## src/rtl/sio_cfg_pkg.sv

```systemverilog
package sio_cfg_pkg;
  localparam logic [7:0] REG_CTL       = 8'h02;
  localparam logic [7:0] REG_LDN       = 8'h07;
  localparam logic [7:0] REG_ID_HI     = 8'h20;
  localparam logic [7:0] REG_ID_LO     = 8'h21;
  localparam logic [7:0] REG_FLASH_CFG = 8'h24;
  localparam logic [7:0] REG_BASE_HI   = 8'h64;
  localparam logic [7:0] REG_BASE_LO   = 8'h65;
  localparam logic [7:0] LDN_FLASH     = 8'h07;
  localparam logic [7:0] EXIT_CODE     = 8'h02;
  localparam int         KEY_LEN       = 4;

  typedef struct packed {
    logic       pin_sel;
    logic       wr_en;
    logic [2:0] seg_en;
    logic       suspend;
  } flash_cfg_t;

  function automatic logic [7:0] key_byte(input int pos, input logic [15:0] idx_addr);
    case (pos)
      0:       key_byte = 8'h87;
      1:       key_byte = 8'h01;
      2:       key_byte = 8'h55;
      default: key_byte = (idx_addr == 16'h004E) ? 8'hAA : 8'h55;
    endcase
  endfunction
endpackage

```

## src/rtl/sio_key_match.sv

```systemverilog
module sio_key_match
  import sio_cfg_pkg::*;
#(
  parameter logic [15:0] INDEX_ADDR = 16'h002E
) (
  input  logic       clk_i,
  input  logic       rst_ni,
  input  logic       key_wr_i,
  input  logic       brk_i,
  input  logic [7:0] key_data_i,
  input  logic       exit_i,
  output logic       unlocked_o
);
  localparam int POS_W = $clog2(KEY_LEN);
  localparam logic [POS_W-1:0] LAST = POS_W'(KEY_LEN - 1);

  logic [POS_W-1:0] pos_q;
  logic             open_q;
  logic [KEY_LEN-1:0] hit;

  for (genvar g = 0; g < KEY_LEN; g++) begin : g_key
    assign hit[g] = (key_data_i == key_byte(g, INDEX_ADDR));
  end

  always_ff @(posedge clk_i or negedge rst_ni) begin
    if (!rst_ni) begin
      pos_q  <= '0;
      open_q <= 1'b0;
    end else if (open_q) begin
      if (exit_i) open_q <= 1'b0;
      pos_q <= '0;
    end else if (brk_i) begin
      pos_q <= '0;
    end else if (key_wr_i) begin
      if (!hit[pos_q]) begin
        pos_q <= '0;
      end else if (pos_q == LAST) begin
        pos_q  <= '0;
        open_q <= 1'b1;
      end else begin
        pos_q <= pos_q + 1'b1;
      end
    end
  end

  assign unlocked_o = open_q;
endmodule

```

## src/rtl/sio_cfg_regs.sv

```systemverilog
module sio_cfg_regs
  import sio_cfg_pkg::*;
#(
  parameter logic [15:0] CHIP_ID  = 16'h8716,
  parameter logic [15:0] BASE_RST = 16'h0000
) (
  input  logic        clk_i,
  input  logic        rst_ni,
  input  logic        wr_i,
  input  logic [7:0]  idx_i,
  input  logic [7:0]  wdata_i,
  output logic [7:0]  rd_val_o,
  output logic        exit_o,
  output flash_cfg_t  flash_cfg_o,
  output logic [15:0] flash_base_o
);
  localparam int NB = 2;
  localparam logic [7:0] BASE_IDX [NB] = '{REG_BASE_LO, REG_BASE_HI};

  logic [7:0] ldn_q;
  flash_cfg_t cfg_q;
  logic [7:0] base_q [NB];
  logic       ldn_flash;

  assign ldn_flash = (ldn_q == LDN_FLASH);
  assign exit_o    = wr_i && (idx_i == REG_CTL) && (wdata_i == EXIT_CODE);

  always_ff @(posedge clk_i or negedge rst_ni) begin
    if (!rst_ni) begin
      ldn_q <= '0;
      cfg_q <= '0;
    end else if (wr_i) begin
      if (idx_i == REG_LDN)       ldn_q <= wdata_i;
      if (idx_i == REG_FLASH_CFG) cfg_q <= flash_cfg_t'(wdata_i[5:0]);
    end
  end

  for (genvar b = 0; b < NB; b++) begin : g_base
    always_ff @(posedge clk_i or negedge rst_ni) begin
      if (!rst_ni)                                   base_q[b] <= BASE_RST[8*b +: 8];
      else if (wr_i && ldn_flash && idx_i == BASE_IDX[b]) base_q[b] <= wdata_i;
    end
    assign flash_base_o[8*b +: 8] = base_q[b];
  end

  always_comb begin
    rd_val_o = 8'h00;
    case (idx_i)
      REG_LDN:       rd_val_o = ldn_q;
      REG_ID_HI:     rd_val_o = CHIP_ID[15:8];
      REG_ID_LO:     rd_val_o = CHIP_ID[7:0];
      REG_FLASH_CFG: rd_val_o = {2'b00, cfg_q};
      REG_BASE_HI:   rd_val_o = ldn_flash ? base_q[1] : 8'h00;
      REG_BASE_LO:   rd_val_o = ldn_flash ? base_q[0] : 8'h00;
      default:       rd_val_o = 8'h00;
    endcase
  end

  assign flash_cfg_o = cfg_q;
endmodule

```

## src/rtl/sio_cfg_port.sv

```systemverilog
module sio_cfg_port
  import sio_cfg_pkg::*;
#(
  parameter logic [15:0] INDEX_ADDR = 16'h002E,
  parameter logic [15:0] CHIP_ID    = 16'h8716,
  parameter logic [15:0] BASE_RST   = 16'h0000
) (
  input  logic        clk_i,
  input  logic        rst_ni,
  input  logic        io_wr_i,
  input  logic        io_rd_i,
  input  logic [15:0] io_addr_i,
  input  logic [7:0]  io_wdata_i,
  output logic [7:0]  io_rdata_o,
  output logic        unlocked_o,
  output logic        suspend_o,
  output logic [2:0]  seg_en_o,
  output logic        flash_wr_en_o,
  output logic        flash_pin_sel_o,
  output logic [15:0] flash_base_o
);
  localparam logic [15:0] DATA_ADDR = INDEX_ADDR + 16'd1;

  logic       open;
  logic       hit_idx, hit_dat;
  logic [7:0] index_q, rdata_q, rd_val;
  logic       exit_req;
  flash_cfg_t cfg;

  assign hit_idx = (io_addr_i == INDEX_ADDR);
  assign hit_dat = (io_addr_i == DATA_ADDR);

  sio_key_match #(.INDEX_ADDR(INDEX_ADDR)) u_key (
    .clk_i      (clk_i),
    .rst_ni     (rst_ni),
    .key_wr_i   (io_wr_i && hit_idx),
    .brk_i      (io_wr_i && hit_dat),
    .key_data_i (io_wdata_i),
    .exit_i     (exit_req),
    .unlocked_o (open)
  );

  sio_cfg_regs #(.CHIP_ID(CHIP_ID), .BASE_RST(BASE_RST)) u_regs (
    .clk_i        (clk_i),
    .rst_ni       (rst_ni),
    .wr_i         (io_wr_i && hit_dat && open),
    .idx_i        (index_q),
    .wdata_i      (io_wdata_i),
    .rd_val_o     (rd_val),
    .exit_o       (exit_req),
    .flash_cfg_o  (cfg),
    .flash_base_o (flash_base_o)
  );

  always_ff @(posedge clk_i or negedge rst_ni) begin
    if (!rst_ni) begin
      index_q <= '0;
      rdata_q <= 8'hFF;
    end else begin
      if (io_wr_i && hit_idx && open) index_q <= io_wdata_i;
      if (io_rd_i) rdata_q <= (hit_dat && open) ? rd_val : 8'hFF;
    end
  end

  assign io_rdata_o      = rdata_q;
  assign unlocked_o      = open;
  assign suspend_o       = cfg.suspend;
  assign seg_en_o        = cfg.seg_en;
  assign flash_wr_en_o   = cfg.wr_en;
  assign flash_pin_sel_o = cfg.pin_sel;
endmodule

```

## config.mk

```make
export PLATFORM = sky130hd
export DESIGN_NAME = sio_cfg_port
export DESIGN_NICKNAME = d
export VERILOG_FILES = /design/src/rtl/sio_cfg_pkg.sv /design/src/rtl/sio_key_match.sv /design/src/rtl/sio_cfg_regs.sv /design/src/rtl/sio_cfg_port.sv
export SDC_FILE = /design/constraint.sdc
export NUM_CORES = 1
export LEC_CHECK = 0
export ABC_AREA = 1
export BUFFER_PORTS_ARGS = -buffer_cell sky130_fd_sc_hd__buf_2
export CAP_MARGIN = 20
export CORE_AREA = 2 2 73 75
export DETAILED_ROUTE_END_ITERATION = 10
export DIE_AREA = 0 0 75 77
export PLACE_DENSITY = 0.95
export SLEW_MARGIN = 5
export SYNTH_ARGS = -nofsm -noshare
export SYNTH_HDL_FRONTEND = slang
export SYNTH_HIERARCHICAL = 1
export SYNTH_SLANG_ARGS = --single-unit
```

## constraint.sdc

```tcl
create_clock -name clk_i -period 2.5 [get_ports clk_i]
set_input_delay 0.25 -clock clk_i [delete_from_list [all_inputs] [get_ports clk_i]]
set_output_delay 0.25 -clock clk_i [all_outputs]
set_load 0.005 [all_outputs]
```

After elaboration in Yosys (flattened, before gate mapping)
Cells that the tools add are included.
Operators by class
  $add $sub $neg: 1
  mux-type cells: 17
  reduce and logical (&&, ||, !) cells: 13
  multipliers: 0
  $lt $le $gt $ge: 1
  div/mod/pow operators: 0
  bitwise logic cells: 0
  equal/unequal tests: 15
  shifts and indexed selects: 0
Operators by type and width (number)
  $pmux 8 s6: 1
  $eq 16x6->1 const B: 2
  $eq 8x6->1 const B: 3
  $eq 8x7->1 const B: 3
  $mux 8: 3
  $eq 8x2->1 const B: 2
  $eq 8x3->1 const B: 2
  $logic_and 1x1->1: 10
  $mux 2: 5
  $eq 8x1->1 const B: 1
  $eq 8x8->1 const B: 1
  $mux 1: 7
  $reduce_and 2->1: 2
  $lt 2x3->1 const B: 1
  $reduce_bool 3->1: 1
  $add 2x1->2 const B: 1
  $bmux 1 s2: 1
  $eq 2x2->1 const B: 1
Storage, ports and cells
  logic and storage cells: 58
  ROM bits: 0
  input bits: 28
  memories kept: 0
  output and inout bits: 31
  memory bits (writable): 0
  register bits: 49
  latch bits: 0

Longest topological paths before layout
Gate-level depths: netlist of run 1.
  depth in word-level cells: 7
  mapped depth: 14
  gate-level depth less buffers: 13

Cells and area by module
Netlist of run 1, hierarchy kept.
Modules (own cells, without submodules)
  sio_cfg_regs: seq. area each 750.7 sq um, area an instance 1697.9 sq um, cells each 244, times used 1
  sio_cfg_port: seq. area each 410.4 sq um, area an instance 924.6 sq um, cells each 121, times used 1
  sio_key_match: seq. area each 75.1 sq um, area an instance 254.0 sq um, cells each 46, times used 1

Worst setup path before layout of run 1
OpenSTA, ideal clock, no wires.
  path kind: input -> register
  start point: input port io_addr_i[8]
  end point: register u_regs.base_q (netlist bit u_regs/flash_base_o[10])
  data arrival time: 1754 ps
  slack: 681 ps
  library setup time: 65 ps
  cell stages on the path: 11
  path buffers: 2
  data required time: 2435 ps
  cell sequence: nor2_2 nand3_2 nor2_4 buf_6 nand3_2 nor2_1 inv_2 nor3_4 buf_4 nand3_1 nand2_1
Between the ends
  cells in the longest elaborated chain, start to end: 5
RTL lines
  start: declaration: line sio_cfg_port.sv:12  | input logic [15:0] io_addr_i,
  $eq 16x6->1: line sio_cfg_port.sv:31  | assign hit_dat = (io_addr_i == DATA_ADDR);
  $logic_and 1x1->1 (2 in series): line sio_cfg_port.sv:46  | .wr_i (io_wr_i && hit_dat && open),
  $logic_and 1x1->1 (2 in series): line sio_cfg_regs.sv:41  | else if (wr_i && ldn_flash && idx_i == BASE_IDX[b]) base_q[b] <= wdata_i;
  end signal: indexed assignment: line sio_cfg_regs.sv:40  | if (!rst_ni) base_q[b] <= BASE_RST[8*b +: 8];
  end signal: indexed assignment: line sio_cfg_regs.sv:41
  end: declaration: line sio_cfg_regs.sv:22  | logic [7:0] base_q [NB];
Every way passes these cells.
A chain may end at the register's enable or synchronous reset.

Worst setup path after layout of run 1
  start point: input port io_addr_i[7]
  end point: register u_regs.base_q (netlist bit u_regs/flash_base_o[7])
Same word-level chain as after synthesis.

==> results of run 1 <==
cell type report:
| type | instances | area, um^2 | area share |
|---|---|---|---|
| clock buffer | 8 | 90.1 | 0.0270 |
| inverter | 51 | 193 | 0.0578 |
| sequential | 49 | 1240 | 0.371 |
| tap | 70 | 87.6 | 0.0263 |
| multi-input combinational | 302 | 1390 | 0.417 |
| timing repair buffer | 64 | 338 | 0.101 |
cells by family (layout without fill, tap and decap cells):
kind of cell	after synthesis	after routing	synth area share
AND/OR/NAND/NOR	279	279	0.440
buffers and inverters	60	123	0.0874
adder cells (fa/ha/maj)	1	1	0.00435
AO/OA/AOI/OAI	22	22	0.0383
flip-flops	49	49	0.430
state kept, by name (all words and copies together) (netlist names):
name / cells
index_q: 8
io_rdata_o: 8
u_key/pos_q: 2
u_key/unlocked_o: 1
u_regs/flash_base_o: 16
u_regs/flash_cfg_o: 6
u_regs/ldn_q: 8
synth_stat cells:
| library cell | instances |
|---|---|
| ha_1 | 1 |
| inv_1 | 47 |
| nand3_2 | 5 |
| nand2_4 | 1 |
| nor2_8 | 1 |
| clkinv_2 | 1 |
| clkbuf_4 | 1 |
| nand3_1 | 39 |
| or2_1 | 1 |
| nand4_1 | 8 |
| nor4_1 | 1 |
| dfrtp_1 | 41 |
| and2_1 | 1 |
| nand2_1 | 139 |
| buf_4 | 2 |
| buf_6 | 1 |
| clkbuf_2 | 1 |
| nor3_4 | 1 |
| nand2_2 | 4 |
| o21ai_1 | 3 |
| inv_2 | 3 |
| nand3_4 | 1 |
| dfstp_2 | 8 |
| nor2_2 | 6 |
| nor2_4 | 4 |
| o21ai_0 | 19 |
| buf_2 | 4 |
| nor2_1 | 62 |
| nor3_1 | 5 |
metrics by stage:
step	utilization	power, W	cells	area (um^2)	hold slack, ps
2_1_floorplan	-	0.000837	411	2880	-45.6
3_3_place_gp	0.650	0.000894	535	3230	192
3_5_place_dp	0.650	0.000896	535	3230	196
4_1_cts	0.670	0.00137	544	3330	243
5_1_grt	0.670	0.00141	544	3330	266
6_report	0.670	0.00137	544	3330	260
layer usage:
layer	up-vias	track usage	wire, um
li1	1404	-	-
met1	1291	0.335	2930
met2	124	0.422	3500
met3	12	0.0578	571
met4	0	0.105	131
met5	-	0	0
power by group:
| group | switching (W) | internal (W) | total (W) | leakage, nW |
|---|---|---|---|---|
| Clock | 0.000262 | 0.000226 | 0.000488 | 0.0455 |
| Combinational | 0.0000620 | 0.0000280 | 0.0000900 | 1.15 |
| Sequential | 0.000000000203 | 0.000792 | 0.000792 | 0.615 |
how the worst max path moves through the flow:
stage / to / slack [ps] / cells past startpoint
final: u_regs/flash_base_o[7] / 540 / 10
after global placement: u_regs/flash_base_o[0] / 410 / 10
after global routing: io_rdata_o[6] / 370 / 10
after CTS: u_regs/flash_base_o[7] / 590 / 10
after floorplan: u_regs/flash_base_o[10] / 680 / 11
after detailed placement: u_regs/flash_base_o[7] / 270 / 10
cells in the final DEF, fill, tap and decap left out, drive strengths merged:
master	instances
o21ai	22
dfstp	8
nor2	73
nand4	8
inv	50
clkinv	1
nor4	1
dlygate4sd3	1
clkbuf	8
nand2	144
buf	63
ha	1
nand3	45
nor3	6
or2	1
dfrtp	41
and2	1
worst max-delay path, stage by stage:
cell and delay (ps):
buf_2 100, nor2_2 140, nand2_4 90, nor2_1 160, nand3_2 80, nor2_1 330, inv_2 210, nor3_4 580
nand3_1 160, nand2_1 110
==> impl_metrics.json, run 1 <==
{
  "status": "complete, no violations",
  "core_area_um2": 4980,
  "post-route-period-util": 0.783,
  "grtUsageTotal": 0.262,
  "rr_worst_depth": 7,
  "fp.dieArea_um2": 5780,
  "drc": 0,
  "synth_cell_types": 29,
  "grt_max_degree": 33,
  "finalWorstSetupSlack_ps": 542,
  "fmax_mhz": 511,
  "whs_path_depth": 3,
  "synth_largest_area_cell": "dfrtp_1",
  "cp.required_ps": 2750,
  "crit_arrival_ps": 2210,
  "ir_drop_mv": 0.263,
  "ff2ff_setup_slack_ps": 590,
  "final-hold-violation-count": 0,
  "cts-root-buf": "clkbuf_8",
  "die_h_um": 77,
  "avgViaCountPerCell": 5.20,
  "ys_ff_latch": 49,
  "max_slew_margin": 0.596,
  "syn-cell-area_um2": 2880,
  "syn2layout_area_growth_pct": 15.9,
  "grt_pass1_wl_mm": 11.6,
  "clk_latency_ps": 310,
  "routed_wirelength_mm": 7.13,
  "grt_pass1_vias": 2519,
  "syn_inst": 411,
  "setup_viol": 0,
  "worstHoldEndpoint": "u_regs/ldn_q[6]",
  "clkTransAtPathRegs_ps": 90,
  "yosysSeqAreaShare": 0.430,
  "fp-row-count": 26,
  "worst_pin_slew_ps": 604,
  "htree_num_levels": 2,
  "fin_setup_tns_ps": 0,
  "syn_nets": 440,
  "die_w_um": 75,
  "avgSynthCellArea_um2": 7.00,
  "timing.rr.end": "u_regs/flash_base_o[12]",
  "ctsResizeCount": 0,
  "fin_crit_ps": 1960,
  "start_util": 0.578,
  "pre_cts_ws_ps": 275,
  "path_max_fanout": 16,
  "cts_tree": "built",
  "crit_path_start_kind": "primary input",
  "cts_inserted_buffers": 5,
  "leakagePower_nw": 1.81,
  "final_antenna_net_count": 0,
  "rsz0062_at_grt": "no",
  "cap_violations": 0,
  "ys_warn_count": 6,
  "first_iter_violations": 306,
  "via_count": 2831,
  "nFillCells": 425,
  "drive_gt1_frac": 0.219,
  "gp_congestion": 0.900,
  "grt_antenna_before_repair": 0,
  "postCtsSetupBuffers": 0,
  "wl_per_cell_um": 13.1,
  "clkSinkCount": 49,
  "clockBufferDepth": 2,
  "r2r_start": "index_q[4]",
  "portBuffers": 58,
  "grt_overflow": 0,
  "post-dp-hpwl_mm": 5.16,
  "slew_violations": 0,
  "path_class": "primary input to register",
  "end_kind": "register",
  "yosysTopAreaCellShare": 0.357,
  "power_density_nw_per_um2": 411,
  "fin_nets": 502,
  "skew_ps": 9.31,
  "hold_class": "primary input to register",
  "cts_hold_buf": 1,
  "antenna-diode-count": 0,
  "hold_start": "io_wdata_i[6]",
  "firstDrtPassIters": 5,
  "io_pins": 59,
  "cp-startpoint": "io_addr_i[7]",
  "synth_area_leaders": "dfrtp_1, nand2_1, nor2_1"
}
No activity file was read; power rests on OpenSTA's default activity.
==> inputs of run 2 (changes only) <==
--- a/config.mk
+++ b/config.mk
@@ -8,10 +8,10 @@
 export ABC_AREA = 1
 export BUFFER_PORTS_ARGS = -buffer_cell sky130_fd_sc_hd__buf_2
 export CAP_MARGIN = 20
-export CORE_AREA = 2 2 73 75
+export CORE_AREA = 2 2 76 78
 export DETAILED_ROUTE_END_ITERATION = 10
-export DIE_AREA = 0 0 75 77
-export PLACE_DENSITY = 0.95
+export DIE_AREA = 0 0 78 80
+export PLACE_DENSITY = 0.9
 export SLEW_MARGIN = 5
 export SYNTH_ARGS = -nofsm -noshare
 export SYNTH_HDL_FRONTEND = slang
==> constraint.sdc (replaced) <==
create_clock -name clk_i -period 1.9 [get_ports clk_i]
set_input_delay 0.19 -clock clk_i [delete_from_list [all_inputs] [get_ports clk_i]]
set_output_delay 0.19 -clock clk_i [all_outputs]
set_load 0.005 [all_outputs]
==> run 2 against run 1 <==
Non-clock buffer count rose by 5. Worst hold slack got worse by 67 ps. Critical path depth shrank 2. Clock power grew 38%. Cell area grew 1.6%. Register-to-register slack got worse by 450 ps. First-iteration DRC count is 12% higher. Critical endpoint is now u_regs/flash_base_o[13]. Largest power group unchanged. Highest routed layer unchanged.
==> impl_metrics.json, run 2 (synthesized netlist as in run 1, its figures left out) <==
{
  "crit_path_start_kind": "register",
  "fp-row-count": 27,
  "clkTransAtPathRegs_ps": 90,
  "start_util": 0.532,
  "clkPwrFrac": 0.366,
  "status": "complete, no violations",
  "leakagePower_nw": 1.85,
  "core_area_um2": 5410,
  "wl_per_cell_um": 13.1,
  "final-hold-violation-count": 0,
  "antenna-diode-count": 0,
  "hold_class": "primary input to register",
  "switching_share": 0.232,
  "worst_pin_slew_ps": 400,
  "routed_wirelength_mm": 7.19,
  "largest_reg_flops": 16,
  "max_slew_margin": 0.732,
  "fin_nets": 507,
  "via_count": 2900,
  "place_inst": 542,
  "multi_input_area_um2": 1390,
  "path_class": "register to register",
  "intPower_w": 0.00141,
  "first_iter_violations": 342,
  "end_kind": "register",
  "setup_viol": 0,
  "nFillCells": 506,
  "io_pins": 59,
  "fin_crit_ps": 1760,
  "gp_congestion": 0.876,
  "htree_num_levels": 2,
  "fmax_mhz": 568,
  "rsz0062_at_grt": "no",
  "clockBufferDepth": 2,
  "post-route-util": 0.627,
  "post-route-period-util": 0.926,
  "firstDrtPassIters": 5,
  "layout_common_cells": "nand2_1, nor2_1, buf_2",
  "grt_pass1_wl_mm": 12.1,
  "skew_ps": 6.51,
  "clkSinkCount": 49,
  "crit_arrival_ps": 1950,
  "combPwrFrac": 0.066,
  "clk_latency_ps": 300,
  "postCtsSetupBuffers": 0,
  "final_antenna_net_count": 0,
  "cts_inserted_buffers": 5,
  "die_w_um": 78,
  "cap_violations": 0,
  "final_common_cell": "nand2_1",
  "post-dp-hpwl_mm": 5.30,
  "power_density_nw_per_um2": 543,
  "cts_tree": "built",
  "power_w": 0.00184,
  "slew_violations": 0,
  "grt_antenna_before_repair": 0,
  "drive_gt1_frac": 0.234,
  "die_h_um": 80,
  "syn2layout_area_growth_pct": 17.7,
  "final_cells": 551,
  "path_max_fanout": 8,
  "seqPwrFrac": 0.567,
  "grtUsageTotal": 0.242,
  "fp.dieArea_um2": 6240,
  "ir_drop_mv": 0.342,
  "switchingPower_w": 0.000427,
  "portBuffers": 58,
  "fin_setup_tns_ps": 0,
  "drc": 0,
  "grt_pass1_vias": 2681,
  "grt_overflow": 0,
  "seqCellArea_um2": 1240,
  "cp.required_ps": 2090,
  "grt_max_degree": 20,
  "avgViaCountPerCell": 5.26,
  "cts-root-buf": "clkbuf_8"
}
-- run 2: cell count changes in the layout (fill, tap and decap cells not counted) --
cell and delta:
buf_4 +5, clkbuf_1 -2, clkbuf_8 +1, clkinv_2 +1, nor2_1 -1, nor2_2 +1
-- run 2: what timing repair did --
| item | CTS | global route |
|---|---|---|
| endpoints found under the hold margin | 12 | 0 |
| endpoints found under the setup margin | 0 | 7 |
| hold buffers | 1 | 0 |
| resized for setup | 0 | 1 |
-- run 2: final timing paths --
check / startpoint / end / slack, ps / cells past startpoint
max: index_q[1] / u_regs/flash_base_o[13] / 140 / 8
min: io_wdata_i[6] / u_regs/ldn_q[6] / 190 / 3
max reg2reg: index_q[1] / u_regs/flash_base_o[13] / 140 / 8
min reg2reg: index_q[7] / index_q[7] / 490 / 2
max in group asynchronous: rst_ni / io_rdata_o[7] / 1000 / 3
min in group asynchronous: rst_ni / u_regs/flash_cfg_o[0] / 300 / 2
-- run 2: layout make-up --
type / instances / share of cell area
repair buffers: 69 / 0.111
clock inverters: 1 / 0.00148
clock buffers: 7 / 0.0284
multi-input cells: 302 / 0.411
inverters: 51 / 0.0569
flip-flops and latches: 49 / 0.365
well taps: 72 / 0.0266
-- run 2: worst max-delay path, stage by stage, from the launching register on --
cell     delay [ps]
dfrtp_1         430
inv_1           100
nand2_1          90
nor2_2          180
buf_4           200
and2_1          260
nand3_2         230
nand2_1         110
nand2_1          60
-- run 2: per-stage QoR --
stage          cell area, um^2  setup slack, ps  hold slack (ps)
2_1_floorplan             2880              141             -106
3_3_place_gp              3270              209             96.0
3_5_place_dp              3270             96.9             95.6
4_1_cts                   3380              140              193
5_1_grt                   3390             4.14              219
6_report                  3390              141              193
-- run 2: power by group through the flow --
stage | combinational, W | clock, W | sequential, W
6_report | 0.000122 | 0.000673 | 0.00104
5_1_grt | 0.000134 | 0.000722 | 0.00104
4_1_cts | 0.000122 | 0.000681 | 0.00104
3_5_place_dp | 0.000120 | 0 | 0.00106
3_3_place_gp | 0.000117 | 0 | 0.00106
2_1_floorplan | 0.0000384 | 0 | 0.00106
-- run 2: layer usage --
layer	vias up	GRT usage	wire length [um]
met1	1319	0.321	2950
met5	-	0	0
met3	18	0.0407	645
met4	0	0.0667	142
li1	1411	-	-
met2	152	0.413	3450
